File: src/rtl/i2c_dma_pkg.sv
package i2c_dma_pkg;

   typedef enum logic [2:0] {
      ST_IDLE  = 3'd0,
      ST_DISP  = 3'd1,
      ST_FETCH = 3'd2,
      ST_SEND  = 3'd3,
      ST_PULL  = 3'd4,
      ST_STORE = 3'd5,
      ST_HALT  = 3'd6
   } eng_state_t;

   localparam int unsigned EN_TX_BIT = 0;
   localparam int unsigned EN_RX_BIT = 1;

endpackage

File: src/rtl/i2c_dma_regs.sv
module i2c_dma_regs #(
   parameter int unsigned ADDR_W     = 32,
   parameter int unsigned LEN_W      = 12,
   parameter int unsigned ALIGN_BITS = 2,
   parameter bit          HAS_DMA    = 1'b1
) (
   input  logic              clk,
   input  logic              rst_n,
   input  logic              wr_en,
   input  logic              wr_sel,
   input  logic [31:0]       wr_data,
   input  logic              rd_sel,
   output logic [31:0]       rd_data,
   input  logic              step,
   output logic [ADDR_W-1:0] addr,
   output logic [LEN_W-1:0]  len,
   output logic              len_bad
);

   if (HAS_DMA) begin : g_regs
      logic [ADDR_W-1:0] addr_q;
      logic [LEN_W-1:0]  len_q;
      logic              bad_q;

      always_ff @(posedge clk) begin
         if (!rst_n) begin
            addr_q <= '0;
            len_q  <= '0;
            bad_q  <= 1'b0;
         end else if (wr_en && !wr_sel) begin
            addr_q <= {wr_data[ADDR_W-1:ALIGN_BITS], {ALIGN_BITS{1'b0}}};
         end else if (wr_en && wr_sel) begin
            len_q <= wr_data[LEN_W-1:0];
            bad_q <= (wr_data[LEN_W-1:0] == '0);
         end else if (step) begin
            addr_q <= addr_q + ADDR_W'(1);
            len_q  <= len_q - LEN_W'(1);
         end
      end

      assign addr    = addr_q;
      assign len     = len_q;
      assign len_bad = bad_q;
      assign rd_data = rd_sel ? 32'(len_q) : 32'(addr_q);


      addr_align_chk: assert property (@(posedge clk) disable iff (!rst_n)
         (wr_en && !wr_sel) |=> (addr[ALIGN_BITS-1:0] == '0));


      step_nonzero_chk: assert property (@(posedge clk) disable iff (!rst_n)
         step |-> (len != '0));


      step_dec_chk: assert property (@(posedge clk) disable iff (!rst_n)
         (step && !wr_en) |=> (len == LEN_W'($past(len) - LEN_W'(1))));
   end else begin : g_absent
      assign addr    = '0;
      assign len     = '0;
      assign len_bad = 1'b0;
      assign rd_data = '1;
   end

endmodule

File: src/rtl/i2c_dma_cmd.sv
module i2c_dma_cmd #(
   parameter bit HAS_DMA = 1'b1
) (
   input  logic cmd_wr,
   input  logic cmd_start,
   input  logic cmd_tx,
   input  logic cmd_rx,
   input  logic idle,
   output logic accept,
   output logic go_tx,
   output logic go_rx,
   output logic go_first
);

   localparam logic ENGINE_ON = HAS_DMA;

   logic wants_dma;

   always_comb begin
      wants_dma = cmd_tx || cmd_rx;
      accept    = cmd_wr && idle && (ENGINE_ON || !wants_dma);
      go_tx     = ENGINE_ON && cmd_tx;
      go_rx     = ENGINE_ON && cmd_rx && !cmd_tx;
      go_first  = go_tx && cmd_start;
   end

endmodule

File: src/rtl/i2c_dma_engine.sv
module i2c_dma_engine
   import i2c_dma_pkg::*;
#(
   parameter int unsigned ADDR_W = 32,
   parameter int unsigned LEN_W  = 12
) (
   input  logic              clk,
   input  logic              rst_n,
   input  logic              accept,
   input  logic              go_tx,
   input  logic              go_rx,
   input  logic              go_first,
   input  logic [ADDR_W-1:0] addr,
   input  logic [LEN_W-1:0]  len,
   output logic              step,
   output logic              idle,
   output logic              tx_en,
   output logic              rx_en,
   output logic              fault,
   output logic              mem_req,
   output logic              mem_we,
   output logic [ADDR_W-1:0] mem_addr,
   output logic [7:0]        mem_wdata,
   input  logic              mem_ack,
   input  logic              mem_err,
   input  logic [7:0]        mem_rdata,
   output logic              tx_valid,
   output logic [7:0]        tx_data,
   output logic              tx_first,
   input  logic              tx_ready,
   input  logic              tx_nak,
   output logic              rx_ready,
   input  logic              rx_valid,
   input  logic [7:0]        rx_data
);

   eng_state_t state_q;
   logic       tx_en_q, rx_en_q, first_q, fault_q;
   logic [7:0] data_q;
   logic       len_last;

   assign len_last = (len == LEN_W'(1));

   always_ff @(posedge clk) begin
      if (!rst_n) begin
         state_q <= ST_IDLE;
         tx_en_q <= 1'b0;
         rx_en_q <= 1'b0;
         first_q <= 1'b0;
         fault_q <= 1'b0;
         data_q  <= '0;
      end else begin
         unique case (state_q)
            ST_IDLE, ST_HALT: begin
               if (accept) begin
                  tx_en_q <= go_tx;
                  rx_en_q <= go_rx;
                  first_q <= go_first;
                  fault_q <= 1'b0;
                  state_q <= (go_tx || go_rx) ? ST_DISP : ST_IDLE;
               end
            end
            ST_DISP: begin
               if (len == '0) begin
                  tx_en_q <= 1'b0;
                  rx_en_q <= 1'b0;
                  first_q <= 1'b0;
                  state_q <= ST_IDLE;
               end else if (tx_en_q) begin
                  state_q <= ST_FETCH;
               end else begin
                  state_q <= ST_PULL;
               end
            end
            ST_FETCH: begin
               if (mem_ack) begin
                  if (mem_err) begin
                     fault_q <= 1'b1;
                     tx_en_q <= 1'b0;
                     first_q <= 1'b0;
                     state_q <= ST_IDLE;
                  end else begin
                     data_q  <= mem_rdata;
                     state_q <= ST_SEND;
                  end
               end
            end
            ST_SEND: begin
               if (tx_ready) begin
                  first_q <= 1'b0;
                  if (tx_nak || (len == '0)) begin
                     tx_en_q <= 1'b0;
                     state_q <= ST_IDLE;
                  end else begin
                     state_q <= ST_FETCH;
                  end
               end
            end
            ST_PULL: begin
               if (rx_valid) begin
                  data_q  <= rx_data;
                  state_q <= ST_STORE;
               end
            end
            ST_STORE: begin
               if (mem_ack) begin
                  if (mem_err) begin
                     fault_q <= 1'b1;
                     state_q <= ST_HALT;
                  end else if (len_last) begin
                     rx_en_q <= 1'b0;
                     state_q <= ST_IDLE;
                  end else begin
                     state_q <= ST_PULL;
                  end
               end
            end
            default: state_q <= ST_IDLE;
         endcase
      end
   end

   always_comb begin
      idle      = (state_q == ST_IDLE) || (state_q == ST_HALT);
      mem_req   = (state_q == ST_FETCH) || (state_q == ST_STORE);
      mem_we    = (state_q == ST_STORE);
      mem_addr  = addr;
      mem_wdata = data_q;
      step      = mem_req && mem_ack && !mem_err;
      tx_valid  = (state_q == ST_SEND);
      tx_data   = data_q;
      tx_first  = (state_q == ST_SEND) && first_q;
      rx_ready  = (state_q == ST_PULL);
      tx_en     = tx_en_q;
      rx_en     = rx_en_q;
      fault     = fault_q;
   end


   mem_hold_chk: assert property (@(posedge clk) disable iff (!rst_n)
      (mem_req && !mem_ack) |=> (mem_req && $stable(mem_addr) && $stable(mem_we)));


   dir_excl_chk: assert property (@(posedge clk) disable iff (!rst_n)
      !(tx_en && rx_en));


   nak_stop_chk: assert property (@(posedge clk) disable iff (!rst_n)
      (tx_valid && tx_ready && tx_nak) |=> (!tx_en && !tx_valid));


   tx_fault_chk: assert property (@(posedge clk) disable iff (!rst_n)
      (mem_req && !mem_we && mem_ack && mem_err) |=> (!tx_valid && !tx_en && fault));


   rx_halt_chk: assert property (@(posedge clk) disable iff (!rst_n)
      (mem_req && mem_we && mem_ack && mem_err) |=> (rx_en && fault && !mem_req && !rx_ready));


   zero_len_chk: assert property (@(posedge clk) disable iff (!rst_n)
      ((tx_en || rx_en) && idle == 1'b0 && !mem_req && !tx_valid && !rx_ready && len == '0
        && !$past(mem_ack)) |=> (!tx_en && !rx_en && !mem_req));

endmodule

File: src/rtl/i2c_dma_mover.sv
module i2c_dma_mover
   import i2c_dma_pkg::*;
#(
   parameter int unsigned ADDR_W     = 32,
   parameter int unsigned LEN_W      = 12,
   parameter int unsigned ALIGN_BITS = 2,
   parameter bit          HAS_DMA    = 1'b1
) (
   input  logic              clk,
   input  logic              rst_n,
   input  logic              reg_wr,
   input  logic              reg_sel,
   input  logic [31:0]       reg_wdata,
   output logic [31:0]       reg_rdata,
   input  logic              cmd_wr,
   input  logic              cmd_start,
   input  logic              cmd_tx_dma,
   input  logic              cmd_rx_dma,
   output logic [1:0]        dma_en,
   output logic              len_bad,
   output logic              fault,
   output logic              mem_req,
   output logic              mem_we,
   output logic [ADDR_W-1:0] mem_addr,
   output logic [7:0]        mem_wdata,
   input  logic              mem_ack,
   input  logic              mem_err,
   input  logic [7:0]        mem_rdata,
   output logic              tx_valid,
   output logic [7:0]        tx_data,
   output logic              tx_first,
   input  logic              tx_ready,
   input  logic              tx_nak,
   output logic              rx_ready,
   input  logic              rx_valid,
   input  logic [7:0]        rx_data
);

   if (ADDR_W < 8 || ADDR_W > 32) begin : g_bad_addr_w
      $error("i2c_dma_mover: ADDR_W must lie in 8..32");
   end
   if (LEN_W < 1 || LEN_W > 16) begin : g_bad_len_w
      $error("i2c_dma_mover: LEN_W must lie in 1..16");
   end
   if (ALIGN_BITS < 1 || ALIGN_BITS >= ADDR_W) begin : g_bad_align
      $error("i2c_dma_mover: ALIGN_BITS must lie in 1..ADDR_W-1");
   end

   logic              idle, step, accept;
   logic              go_tx, go_rx, go_first;
   logic              tx_en, rx_en;
   logic [ADDR_W-1:0] cur_addr;
   logic [LEN_W-1:0]  cur_len;

   i2c_dma_regs #(
      .ADDR_W    (ADDR_W),
      .LEN_W     (LEN_W),
      .ALIGN_BITS(ALIGN_BITS),
      .HAS_DMA   (HAS_DMA)
   ) u_regs (
      .clk    (clk),
      .rst_n  (rst_n),
      .wr_en  (reg_wr && idle),
      .wr_sel (reg_sel),
      .wr_data(reg_wdata),
      .rd_sel (reg_sel),
      .rd_data(reg_rdata),
      .step   (step),
      .addr   (cur_addr),
      .len    (cur_len),
      .len_bad(len_bad)
   );

   i2c_dma_cmd #(
      .HAS_DMA(HAS_DMA)
   ) u_cmd (
      .cmd_wr   (cmd_wr),
      .cmd_start(cmd_start),
      .cmd_tx   (cmd_tx_dma),
      .cmd_rx   (cmd_rx_dma),
      .idle     (idle),
      .accept   (accept),
      .go_tx    (go_tx),
      .go_rx    (go_rx),
      .go_first (go_first)
   );

   i2c_dma_engine #(
      .ADDR_W(ADDR_W),
      .LEN_W (LEN_W)
   ) u_engine (
      .clk      (clk),
      .rst_n    (rst_n),
      .accept   (accept),
      .go_tx    (go_tx),
      .go_rx    (go_rx),
      .go_first (go_first),
      .addr     (cur_addr),
      .len      (cur_len),
      .step     (step),
      .idle     (idle),
      .tx_en    (tx_en),
      .rx_en    (rx_en),
      .fault    (fault),
      .mem_req  (mem_req),
      .mem_we   (mem_we),
      .mem_addr (mem_addr),
      .mem_wdata(mem_wdata),
      .mem_ack  (mem_ack),
      .mem_err  (mem_err),
      .mem_rdata(mem_rdata),
      .tx_valid (tx_valid),
      .tx_data  (tx_data),
      .tx_first (tx_first),
      .tx_ready (tx_ready),
      .tx_nak   (tx_nak),
      .rx_ready (rx_ready),
      .rx_valid (rx_valid),
      .rx_data  (rx_data)
   );

   always_comb begin
      dma_en            = '0;
      dma_en[EN_TX_BIT] = tx_en;
      dma_en[EN_RX_BIT] = rx_en;
   end


   idle_dead_chk: assert property (@(posedge clk) disable iff (!rst_n)
      !HAS_DMA |-> (dma_en == 2'b00 && !mem_req));

endmodule

File: config.mk
export PLATFORM = sky130hd
export DESIGN_NAME = i2c_dma_mover
export DESIGN_NICKNAME = d
export VERILOG_FILES = /design/src/rtl/i2c_dma_pkg.sv /design/src/rtl/i2c_dma_regs.sv /design/src/rtl/i2c_dma_cmd.sv /design/src/rtl/i2c_dma_engine.sv /design/src/rtl/i2c_dma_mover.sv
export SDC_FILE = /design/constraint.sdc
export NUM_CORES = 1
export LEC_CHECK = 0
export BUFFER_PORTS_ARGS = -buffer_cell sky130_fd_sc_hd__buf_2
export CORE_ASPECT_RATIO = 0.6
export CORE_MARGIN = 8
export CORE_UTILIZATION = 47
export DETAILED_ROUTE_END_ITERATION = 8
export GPL_TIMING_DRIVEN = 1
export HOLD_SLACK_MARGIN = 0.05
export PLACE_DENSITY = 0.77
export SKIP_CTS_REPAIR_TIMING = 1
export SLEW_MARGIN = 10
export SYNTH_ARGS = -nofsm -noshare
export SYNTH_HDL_FRONTEND = slang
export SYNTH_SLANG_ARGS = --single-unit
File: constraint.sdc
create_clock -name clk -period 3.3 [get_ports clk]
set_input_delay 0.165 -clock clk [delete_from_list [all_inputs] [get_ports clk]]
set_output_delay 0.165 -clock clk [all_outputs]
set_load 0.005 [all_outputs]
==> key figures <==
Critical path
  • Critical path, cell by cell: nand3b_1, inv_1, o21ai_1, buf_4, nor4_1, mux2_2, a21oi_1
  • Worst path buffer plus inverter count: 2
  • CP required: 3.56 ns
  • Crit-path leading delay family: flip-flops
  • Crit path max fanout: 25
  • Max incr delay on CP: 0.79 ns
  • Crit path arrival time: 2.91 ns
  • Slowest stage cell, crit path: dfxtp_1
  • Element type at the critical path end: register
  • Startpoint type of the worst setup path: register
  • Worst setup path class: register to register

STA
  • Slew Limit Fails: 0
  • Fmax: 377 MHz
  • RSZ-0062 raised after global routing: false
  • Fin crit share: 80.5%
  • Layout Skew: 0.00809 ns
  • Slew margin rel.: 38.5%
  • Setup TNS: 0 ns
  • Slew at the pin with the worst max-slew slack: 0.919 ns
  • Final hold viol count: 0
  • Final min period: 2.66 ns
  • Final setup fails: 0

Floorplan
  • # rows: 26
  • Die X: 134 um
  • Ports: 150
  • Die height: 87.1 um
  • Initial core utilization: 47.5%
  • Die area: 0.0117 mm2
  • Core outline area: 0.00833 mm2

Global routing
  • GRT overflow: 0
  • Total track usage: 23.2%
  • First-pass GRT wire length: 21800 um
  • Met2 Use GR: 33.5%
  • GRT met1 Usage: 31.3%
  • Met3 Resource Use GR: 8.99%
  • Vias in the first global route: 4223
  • Largest net degree at the start of global routing: 46
  • Gr busiest metal: met2
  • Antenna violations before repair: 0

Cells and area
  • Most frequent cells in the layout: buf_2 (149), dfxtp_1 (60), nand2_1 (47)
  • P&R area growth vs syn: 25.2%
  • Most common cell after layout, fill and taps aside: buf_2
  • Nets: 695
  • Final core utilization: 59.5%
  • Layout cells sized above 1: 30.7%
  • Antenna Cells: 0

Route
  • First-pass DRT Iterations: 6
  • DR vias: 4559
  • Vias per inst: 6.10
  • DRT Wirelength: 14100 um
  • WL/cell: 18.9 um
  • DRC viols: 0
  • Final ANT Viol Nets: 0
  • Initial drt markers: 490

Clock network
  • Clock Sink Count: 60
  • TritonCTS clock tree: built
  • Root Buffer: clkbuf_16
  • CTS buffer count: 9
  • Worst-path clk slew: 0.05 ns
  • H-tree Lvls: 3
  • Clock latency on the worst-skew pair: 0.34 ns
  • Clk buf depth: 2

Synth
  • Area share of the largest cell type after synthesis: 30.3%
  • Asr flop ratio synth: 0%
  • Cells taking the most area after synthesis: dfxtp_1 (30%), a21oi_1 (4.6%), nand2_1 (4.5%)
  • Seq cells post-synth: 60
  • YS warnings: 0
  • Cell area after synthesis: 0.00396 mm2
  • Library cells used by synthesis: 68
  • Syn_nets: 571
  • Mapped Cells: 507
  • Main synth FF type: dfxtp_1
  • Average instance area after synthesis: 7.81 um2
  • Number of flops mapped to enable cells by yosys: 0
  • Register area share after synthesis: 30.3%
  • Leading area contributor after synthesis: dfxtp_1

Pwr
  • Peak VDD IR: 0.000252 V
  • LEAKAGE: 2.11 nW
  • Pwr dens: 455 mW/mm2

Outcome
  • Status: finished clean

Job
  • Max-cap viol count: 0

Hold path
  • HP Class: input pin to register

Placed design
  • Placer Congestion: 0.907
  • Hpwl dp: 10300 um
  • I/O Buffers: 149
-- per-stage QoR --
stage,setup slack (ns),area [um2],total power (W),std cells,hold WS [ns]
after floorplan,1.32,3960,0.00122,507,0.301
after global placement,0.818,4700,0.00141,732,0.414
after detailed placement,0.728,4700,0.00142,732,0.417
after CTS,0.705,4960,0.00225,747,0.0702
after global routing,0.508,4960,0.00236,747,0.0945
final,0.645,4960,0.00226,747,0.0736
-- synthesized netlist by cell type (all sizes together), types with 6 or more instances --
cell and number:
a22oi 8, a31oi 9, nor2b 24, dfxtp 60, nand3 18, buf 23
nand4 13, a21oi 37, o21ai 29, nor2 36, o211ai 6, a211oi 10
nor4 17, clkbuf 20, and3 11, mux2i 12, nand2 47, nor3 12
mux2 13, inv 14
-- final timing paths --
| path | slack (ns) | to | startpoint | cells past startpoint |
|---|---|---|---|---|
| worst min register to register | 0.47 | u_regs.len_bad | u_regs.len_bad | 2 |
| worst min-delay path | 0.07 | u_regs.addr[16] | reg_wdata[16] | 3 |
| worst max register to register | 0.64 | u_regs.len[10] | u_engine.state_q[0] | 7 |
| worst max-delay path | 0.64 | u_regs.len[10] | u_engine.state_q[0] | 7 |
-- layer usage --
metal / wire (um) / up-vias
li1: - / 2146
met4: 107 / 0
met5: 0 / -
met2: 5870 / 293
met3: 1940 / 12
met1: 6200 / 2108
-- layout make-up --
| cell class | count | area, um2 |
|---|---|---|
| Timing Repair Buffer | 156 | 798 |
| Sequential cell | 60 | 1200 |
| Clock inverter | 5 | 30.0 |
| Multi-Input combinational cell | 390 | 2510 |
| Tap cell | 112 | 140 |
| Inverter | 14 | 52.6 |
| Clock buffer | 10 | 229 |
| Fill cell | 770 | 3370 |
-- worst register-to-register path, cell delays in order, from the launching register on --
cell and delay [ns]:
dfxtp_1 0.79, nand3b_1 0.39, inv_1 0.25, o21ai_1 0.09, buf_4 0.25, nor4_1 0.29
mux2_2 0.37, a21oi_1 0.14
-- report_power, final --
part           switching (W)  total (W)  internal (W)  leakage, nW
Clock               0.000338   0.000837      0.000499        0.124
Combinational       0.000289   0.000521      0.000232         1.50
Sequential          0.000111   0.000899      0.000788        0.489
-- state kept, by name (all words and copies together) (netlist names) --
| signal | count |
|---|---|
| u_engine.rx_en | 1 |
| u_regs.addr | 32 |
| u_engine.state_q | 3 |
| u_regs.len | 12 |
| u_engine.first_q | 1 |
| u_engine.fault | 1 |
| u_regs.len_bad | 1 |
| u_engine.tx_en | 1 |
| u_engine.mem_wdata | 8 |
-- cell families (layout without fill, tap and decap cells) --
kind of cell | Yosys count | in the layout | synth area share, %
flops | 60 | 60 | 30.3
buf+inv | 57 | 185 | 6.70
compound gates | 144 | 144 | 24.1
xor+xnor | 9 | 9 | 1.99
simple gates | 208 | 208 | 28.6
fa+ha+maj | 3 | 3 | 0.948
mux | 26 | 26 | 7.30
No activity file was read; power rests on OpenSTA's default activity.
